<file path="src/rtl/tdm_xbar_pkg.sv">
package tdm_xbar_pkg;

  // Slot following cur in a table of depth entries.
  function automatic int unsigned slot_after(input int unsigned cur, input int unsigned depth);
    if (cur + 1 >= depth) return 0;
    return cur + 1;
  endfunction

  // Flat storage index of the entry for (slot, port).
  function automatic int unsigned entry_index(input int unsigned slot, input int unsigned port,
                                              input int unsigned nports);
    return slot * nports + port;
  endfunction

  // Index width that can hold values 0..count-1 (at least one bit).
  function automatic int unsigned idx_bits(input int unsigned count);
    return (count > 1) ? $clog2(count) : 1;
  endfunction

endpackage

</file>
<file path="src/rtl/tdm_slot_ctr.sv">
module tdm_slot_ctr #(
  parameter int unsigned DEPTH = 5,
  parameter int unsigned SW    = 3
) (
  input  logic          clk,
  input  logic          rst_n,
  input  logic          en,
  output logic [SW-1:0] slot_q
);
  import tdm_xbar_pkg::*;

  localparam logic [SW-1:0] LAST = SW'(DEPTH - 1);

  logic [SW-1:0] slot_nx;
  logic          wrap_evt;

  always_comb begin
    slot_nx  = SW'(slot_after(int'(slot_q), DEPTH));
    wrap_evt = en && (slot_q == LAST);
  end

  always_ff @(posedge clk) begin
    if (!rst_n)   slot_q <= '0;
    else if (!en) slot_q <= '0;
    else          slot_q <= slot_nx;
  end

  // one slot per enabled cycle, wrap after the last slot
  p_slot_step_r3: assert property (@(posedge clk) disable iff (!rst_n)
    (en && !wrap_evt) |=> (slot_q == $past(slot_q) + 1'b1));
  p_slot_wrap_r3: assert property (@(posedge clk) disable iff (!rst_n)
    wrap_evt |=> (slot_q == '0));
  // a new enable always starts from slot 0
  p_restart_r9: assert property (@(posedge clk) disable iff (!rst_n)
    $rose(en) |-> (slot_q == '0));
endmodule

</file>
<file path="src/rtl/tdm_slot_table.sv">
module tdm_slot_table #(
  parameter int unsigned N     = 4,
  parameter int unsigned DEPTH = 5,
  parameter int unsigned SW    = 3,
  parameter int unsigned PW    = 2
) (
  input  logic            clk,
  input  logic            rst_n,
  input  logic            locked,
  input  logic            wr_req,
  input  logic [SW-1:0]   wr_slot,
  input  logic [PW-1:0]   wr_port,
  input  logic [PW-1:0]   wr_src,
  input  logic            wr_on,
  input  logic [SW-1:0]   rd_slot,
  output logic [N-1:0]    rd_on,
  output logic [N*PW-1:0] rd_src
);
  import tdm_xbar_pkg::*;

  localparam int unsigned ENTRIES = DEPTH * N;
  localparam int unsigned EW      = idx_bits(ENTRIES);

  logic [ENTRIES-1:0] ent_on;
  logic [PW-1:0]      ent_src [ENTRIES];

  logic          wr_in_range;
  logic [EW-1:0] widx;
  logic          wr_take;
  logic          wr_blocked;

  always_comb begin
    wr_in_range = (int'(wr_slot) < DEPTH) && (int'(wr_port) < N);
    widx        = EW'(entry_index(int'(wr_slot), int'(wr_port), N));
    wr_take     = wr_req && wr_in_range && !locked;
    wr_blocked  = wr_req && wr_in_range && locked;
  end

  // Table contents survive reset on purpose so they can be loaded during it.
  always_ff @(posedge clk) begin
    if (wr_take) begin
      ent_on[widx]  <= wr_on;
      ent_src[widx] <= wr_src;
    end
  end

  for (genvar o = 0; o < N; o++) begin : g_rd
    logic [EW-1:0] ridx;
    always_comb begin
      ridx                  = EW'(entry_index(int'(rd_slot), o, N));
      rd_on[o]              = ent_on[ridx];
      rd_src[o*PW +: PW]    = ent_src[ridx];
    end
  end

  // writes while running leave the addressed entry untouched
  p_write_lock_r7: assert property (@(posedge clk) disable iff (!rst_n)
    wr_blocked |=> (ent_on[$past(widx)] == $past(ent_on[widx])) &&
                   (ent_src[$past(widx)] == $past(ent_src[widx])));
endmodule

</file>
<file path="src/rtl/tdm_out_lane.sv">
module tdm_out_lane #(
  parameter int unsigned N  = 4,
  parameter int unsigned W  = 16,
  parameter int unsigned PW = 2
) (
  input  logic           clk,
  input  logic           rst_n,
  input  logic           en,
  input  logic [N*W-1:0] in_data,
  input  logic [N-1:0]   in_valid,
  input  logic           sel_on,
  input  logic [PW-1:0]  sel_src,
  output logic [W-1:0]   lane_data,
  output logic           lane_valid
);
  logic         src_ok;
  logic [W-1:0] pick_word;
  logic         pick_vld;
  logic         pass;

  always_comb begin
    src_ok    = int'(sel_src) < N;
    pick_word = '0;
    pick_vld  = 1'b0;
    for (int i = 0; i < N; i++) begin
      if (int'(sel_src) == i) begin
        pick_word = in_data[i*W +: W];
        pick_vld  = in_valid[i];
      end
    end
    pass = en && sel_on && src_ok && pick_vld;
  end

  always_ff @(posedge clk) begin
    if (!rst_n) begin
      lane_valid <= 1'b0;
      lane_data  <= '0;
    end else begin
      lane_valid <= pass;
      lane_data  <= pass ? pick_word : '0;
    end
  end

  // a lane without a valid word carries zero
  p_idle_zero_r5: assert property (@(posedge clk) disable iff (!rst_n)
    !lane_valid |-> (lane_data == '0));
  // disabled switch blanks the lane at the next edge
  p_off_blank_r2: assert property (@(posedge clk) disable iff (!rst_n)
    !en |=> !lane_valid);
  // a valid lane never outlives an idle entry
  p_idle_entry_r4: assert property (@(posedge clk) disable iff (!rst_n)
    !sel_on |=> !lane_valid);
endmodule

</file>
<file path="src/rtl/tdm_xbar.sv">
module tdm_xbar #(
  parameter int unsigned N     = 4,
  parameter int unsigned W     = 16,
  parameter int unsigned DEPTH = 5,
  parameter int unsigned SW    = tdm_xbar_pkg::idx_bits(DEPTH),
  parameter int unsigned PW    = tdm_xbar_pkg::idx_bits(N)
) (
  input  logic           clk,
  input  logic           rst_n,
  input  logic           en,
  input  logic [N*W-1:0] in_data,
  input  logic [N-1:0]   in_valid,
  output logic [N*W-1:0] out_data,
  output logic [N-1:0]   out_valid,
  input  logic           cfg_we,
  input  logic [SW-1:0]  cfg_slot,
  input  logic [PW-1:0]  cfg_port,
  input  logic [PW-1:0]  cfg_src,
  input  logic           cfg_on
);
  logic [SW-1:0]   slot_q;
  logic            tbl_locked;
  logic [N-1:0]    cur_on;
  logic [N*PW-1:0] cur_src;

  assign tbl_locked = en && rst_n;

  tdm_slot_ctr #(.DEPTH(DEPTH), .SW(SW)) u_ctr (
    .clk(clk), .rst_n(rst_n), .en(en), .slot_q(slot_q)
  );

  tdm_slot_table #(.N(N), .DEPTH(DEPTH), .SW(SW), .PW(PW)) u_tbl (
    .clk(clk), .rst_n(rst_n), .locked(tbl_locked),
    .wr_req(cfg_we), .wr_slot(cfg_slot), .wr_port(cfg_port),
    .wr_src(cfg_src), .wr_on(cfg_on),
    .rd_slot(slot_q), .rd_on(cur_on), .rd_src(cur_src)
  );

  for (genvar o = 0; o < N; o++) begin : g_lane
    tdm_out_lane #(.N(N), .W(W), .PW(PW)) u_lane (
      .clk(clk), .rst_n(rst_n), .en(en),
      .in_data(in_data), .in_valid(in_valid),
      .sel_on(cur_on[o]), .sel_src(cur_src[o*PW +: PW]),
      .lane_data(out_data[o*W +: W]), .lane_valid(out_valid[o])
    );
  end

  // first cycle after reset shows nothing
  p_reset_quiet_r1: assert property (@(posedge clk)
    $rose(rst_n) |-> (out_valid == '0));
endmodule

</file>
<file path="config.mk">
export PLATFORM = sky130hd
export DESIGN_NAME = tdm_xbar
export DESIGN_NICKNAME = d
export VERILOG_FILES = /design/src/rtl/tdm_xbar_pkg.sv /design/src/rtl/tdm_slot_ctr.sv /design/src/rtl/tdm_slot_table.sv /design/src/rtl/tdm_out_lane.sv /design/src/rtl/tdm_xbar.sv
export SDC_FILE = /design/constraint.sdc
export NUM_CORES = 1
export LEC_CHECK = 0
export ABC_CLOCK_PERIOD_IN_PS = 2300
export BUFFER_PORTS_ARGS = -buffer_cell sky130_fd_sc_hd__buf_2
export CAP_MARGIN = 20
export CORE_MARGIN = 5
export CORE_UTILIZATION = 50
export CTS_CLUSTER_SIZE = 40
export DETAILED_ROUTE_END_ITERATION = 8
export HOLD_SLACK_MARGIN = 0.12
export PLACE_DENSITY = 0.84
export REMOVE_ABC_BUFFERS = 1
export SLEW_MARGIN = 10
export SYNTH_ARGS = -nofsm -noshare
export SYNTH_HDL_FRONTEND = slang
export SYNTH_SLANG_ARGS = --single-unit
</file>
<file path="constraint.sdc">
create_clock -name clk -period 2.3 [get_ports clk]
set_input_delay 0.575 -clock clk [delete_from_list [all_inputs] [get_ports clk]]
set_output_delay 0.575 -clock clk [all_outputs]
set_load 0.1 [all_outputs]
</file>
* Word-level counts from Yosys, hierarchy flattened
Memories as Yosys holds them, arrays and structs flattened. A register that Yosys moved wholly into a read port is not among the register bits. Index checks and enable logic that the tools add are counted.
Operators by class: add/subtract/negate cells 5, order comparisons 8, equality and inequality tests 12, muxes and demuxes 47, bitwise logic cells 2, reductions and logical operators 22
Operators with widths (number):
- $mux 16 | 16
- $lt 5x6->1 const B | 5
- $mux 1 | 24
- $bwmux 20 | 1
- $eq 2x2->1 const B | 8
- $bmux 1 s5 | 3
- $logic_and 1x1->1 | 12
- $add 5x2->5 const B | 2
- $eq 2x1->1 const B | 4
- $logic_not 2->1 | 4
- $reduce_and 2->1 | 4
- $add 5x1->5 const B | 1
- $add 5x2->5 | 1
- $demux 1 s5 | 1
- $ge 5x1->1 const B | 1
- $mux 5 | 1
- $add 3x1->4 const B | 1
- $ge 4x3->1 const B | 1
- $bmux 1 s3 | 1
- $lt 3x3->1 const B | 1
- $reduce_or 3->1 | 1
- $not 1->1 | 2
- $logic_not 1->1 | 1
Word-level totals: bits in registers 91, bits in writable memories 40, input port bits 80, output and inout port bits 68, word-level logic and storage cells 107, memories 1
Memories:
- u_tbl.ent_src | depth 20, bits a word 2, rd ports 4, clocked after Yosys merged registers in 1, write ports 1, RTL line tdm_slot_table.sv:25 | logic [PW-1:0] ent_src [ENTRIES];

* Longest topological paths before layout
An unclocked memory read counts as a cell.
word-level depth 9, gate-level depth with buffers 8, mapped depth without buffers 4

* Cells and area by module
A second synthesis with hierarchy kept.
Second synthesis, totals: cell total of the unflattened synthesis 412, area, all modules 6339.8 um2
By module, submodules not included:
- tdm_out_lane | times used 4, cells each 59, area an instance 905.9 um2, sequential area each 340.3 um2
- tdm_slot_table | times used 1, cells each 160, area an instance 2527.4 um2, sequential area each 1801.7 um2
- tdm_slot_ctr | times used 1, cells each 15, area an instance 182.7 um2, sequential area each 60.1 um2
- tdm_xbar | times used 1, cells each 1, area an instance 6.3 um2, sequential area each 0.0 um2

* Least setup slack after synthesis
Ideal clock, no wire load.
path kind flip-flop to flip-flop, start point register u_ctr.slot_q[0], end point register g_lane[3].u_lane.lane_data[10], setup time 0.130 ns, arrival time 2.148 ns, required time 2.170 ns, setup slack 0.021 ns, stages on the path, launching flop included 9, path buffers 4, period minus slack after synthesis 2.279 ns, cells stage by stage dfxtp_1 buf_6 mux4_2 mux2_4 buf_6 buf_12 a221oi_4 buf_6 nor3b_1
Between the ends: word-level cells in the longest chain between the ends 9, elaborated cells on any way between the ends 19, those cells by class add/sub: 1; eq/ne: 3; mux: 10; reduce/logical: 4; memory: 1
Ends and longest elaborated chain:
- start, declared | RTL line tdm_slot_ctr.sv:8 | output logic [SW-1:0] slot_q
- start signal, assigned | RTL line tdm_slot_ctr.sv:25 | else slot_q <= slot_nx;
- $add 5x2->5 (*) | RTL line tdm_xbar_pkg.sv:12 | return slot * nports + port;
- $mem_v2 20x2
- $logic_not 2->1 | RTL line tdm_out_lane.sv:26 | if (int'(sel_src) == i) begin
- $mux 1 (4 in a row) | RTL line tdm_out_lane.sv:26
- $logic_and 1x1->1 | RTL line tdm_out_lane.sv:31 | pass = en && sel_on && src_ok && pick_vld;
- $reduce_and 2->1 (no line)
- end signal, assigned | RTL line tdm_out_lane.sv:40 | lane_data <= pass ? pick_word : '0;
- end, declared | RTL line tdm_out_lane.sv:13 | output logic [W-1:0] lane_data,
Mark *: on every way between the ends. The rest lies on a longest branch, timed or not. The select of a mux whose other input is x is not followed. A chain may end at the register's enable or synchronous reset.

* Final worst setup path
start point register u_ctr.slot_q[0], end point register g_lane[2].u_lane.lane_data[0]
Between the ends: word-level cells in the longest chain between the ends 9, elaborated cells on any way between the ends 19, those cells by class add/sub: 1; eq/ne: 3; mux: 10; reduce/logical: 4; memory: 1
Ends and longest elaborated chain (RTL line):
- $add 5x2->5 (*) | tdm_xbar_pkg.sv:12
- $mem_v2 20x2
- $logic_not 2->1 | tdm_out_lane.sv:26
- $mux 1 (4 in a row) | tdm_out_lane.sv:26
- $logic_and 1x1->1 | tdm_out_lane.sv:31
- $reduce_and 2->1 (no line)
- end signal, assigned | tdm_out_lane.sv:40
- end, declared | tdm_out_lane.sv:13
Marks and branches as above.

==> metrics.txt <==
outcome=completed; row count=42; clock root buffer=clkbuf_16; Post-synth EDFFs=60; TritonCTS Buffers=17; drt first pass iters=8; Hold Crit Start=cfg_on; Synth top area share=0.266; unrepaired setup endpoints after global routing=false; Fin. Hold Viols=0; Synth Flop Type=dfxtp_1; synthesized flop and latch total=131; antenna violations before repair=0; Worst-Skew Late Latency=0.43 ns; Die ar.=16000 um2; Nets=683; worst reg-to-reg setup slack=0.09 ns; clock sinks=131; pin count of the biggest net entering global routing=22; hold buffer count at cts=0; TNS Setup=0 ns; Power Density=757 nW/um2; DRT iter0 DRCs=686; maxcap violations=0; height of the die=126 um; DR vias=5104; CTS tree=built; VDD IR max=0.478 mV; WHS Path Cells=1; leakage power total=0.00338 uW; Crit path arrival time=2.53 ns; Tot GR Track Use=0.243; Slew @ Worst Pin=0.504 ns; most common cell in the netlist=dfxtp_1; Synth Warn #=0; post-DP HPWL=13400 um; CTS max path bufs=2; mean post-synth cell area=15.4 um2; Min Clock Period, post-route=2.21 ns; WHS Endpoint=u_tbl.ent_on[11]$_DFFE_PP_; Die Wd=126 um; reg2reg start=u_ctr.slot_q[0]$_SDFF_PP0_; post-synthesis sequential area ratio=0.476; Worst Hold Class=primary input to register; H-tree level count=4; worst-path maximum fanout=12; cells after synthesis=440; share of cells above drive strength 1=0.432; setup violators final=0; first-pass GRT wire length=29800 um; # fillers=921; post-route DRC violation count=0; gr ovfl total=0; crit path capture type=register; R2R depth=6; vias per std cell=6.46; startpoint types=register; Ports=148; number of global-route vias before repair=5193; Synth area leaders=edfxtp_1 27%, dfxtp_1 21%, mux4_1 17%, mux4_2 9.7%, nor3b_1 7.1%; Fmax achieved=453 MHz; Syn-to-layout area delta=25.1%; Final period util=0.959; r2r endpoint=g_lane[2].u_lane.lane_data[0]$_SDFF_PN0_; core footprint=13200 um2; Place WS=-0.108 ns; most frequent cells after synthesis=71 x dfxtp_1, 64 x nor3b_1, 60 x edfxtp_1; FFs w/ async S/R, synth=0; fin util=0.639; Final Max Tran Viols=0; post-synth cell types=37; Total Wirelength=19400 um; mapped cell area=6770 um2; RD Place Congestion=0.871; Routed wire per std cell=24.5 um; critical path type=register to register; post-synth top area cell=edfxtp_1; Routed Antenna Nets=0; n_diodes=0; final total power=6410 uW; clk slew on worst S/H paths=0.06 ns; min setup slack post-route=0.0936 ns; Slew HR=0.666; post-cts sizing count=1; postcts setup bufs=0; Worst EP required=2.62 ns; Placed Area=7780 um2; worst clock skew on the final layout=0.0117 ns; Port Buffers=147; final instance area=8470 um2; Initial Util=0.511
==> stage by stage <==
| stage | instances | hold WS (ns) |
|---|---|---|
| floorplan | 401 | 0.674 |
| global placement | 758 | 0.698 |
| detailed placement | 758 | 0.730 |
| CTS | 790 | 0.580 |
| global route | 790 | 0.588 |
| finish | 790 | 0.576 |
==> cells by family (layout without fill, tap and decap cells) <==
kind of cell | Yosys count | count (layout) | share of synthesized area
fa+ha+maj | 2 | 2 | 0.00370
compound gates | 46 | 46 | 0.0592
flops | 131 | 131 | 0.476
mux | 88 | 88 | 0.290
simple gates | 126 | 126 | 0.120
buf+inv | 47 | 221 | 0.0508
==> worst max-delay path: stages, from the launching register on <==
cell and delay, ns:
dfxtp_4 0.42, buf_4 0.20, mux4_2 0.55, a21o_1 0.28
buf_12 0.18, mux4_1 0.23, nor3b_1 0.24
==> state kept, by name, indices dropped and copies added, names as in the netlist <==
register and flops:
g_lane.u_lane.lane_data 64, g_lane.u_lane.lane_valid 4, u_ctr.slot_q 3, u_tbl.ent_on 20, u_tbl.ent_src 40
==> how the worst max path moves through the flow <==
stage,slack (ns),to,depth (start not counted),from
finish,0.09,g_lane[2].u_lane.lane_data[0]$_SDFF_PN0_,6,u_ctr.slot_q[0]$_SDFF_PP0_
global route,0.009,g_lane[2].u_lane.lane_data[6]$_SDFF_PN0_,6,u_ctr.slot_q[0]$_SDFF_PP0_
CTS,0.02,g_lane[3].u_lane.lane_data[2]$_SDFF_PN0_,4,u_ctr.slot_q[0]$_SDFF_PP0_
detailed placement,-0.11,g_lane[3].u_lane.lane_data[2]$_SDFF_PN0_,4,u_ctr.slot_q[0]$_SDFF_PP0_
global placement,-0.03,g_lane[2].u_lane.lane_data[0]$_SDFF_PN0_,5,u_ctr.slot_q[0]$_SDFF_PP0_
floorplan,-0.44,g_lane[3].u_lane.lane_data[0]$_SDFF_PN0_,4,u_ctr.slot_q[0]$_SDFF_PP0_
==> layout by cell type (no fill, tap or decap), types with 8 or more instances in the layout <==
cell / n
mux4_1: 43
nor2_1: 26
a21oi_1: 17
nor3b_1: 63
edfxtp_1: 60
inv_1: 8
clkbuf_16: 20
mux4_2: 29
buf_4: 27
mux2i_1: 12
buf_2: 147
o221ai_1: 8
dfxtp_1: 69
==> final cells by class <==
class	instances	area, um2	share of cell area
clock buffer	27	597	0.0705
clock inverter	5	77.6	0.00916
inverter	8	30.0	0.00355
multi-input combinational	262	3240	0.382
sequential	131	3230	0.381
tap	176	220	0.0260
timing repair buffer	181	1080	0.127
==> report_power, final <==
part           switching [uW]  internal [uW]  total [uW]
clock network             992           1990        2980
logic                     551            382         934
registers                18.5           2470        2490
==> metal layers <==
layer / wire length (um) / track usage / part of all wire
met1: 7450 / 0.308 / 0.38
met2: 9590 / 0.401 / 0.49
met3: 1910 / 0.0710 / 0.098
met4: 444 / 0.0864 / 0.023
met5: 0 / 0 / 0
(Power assumes the default switching activity.)
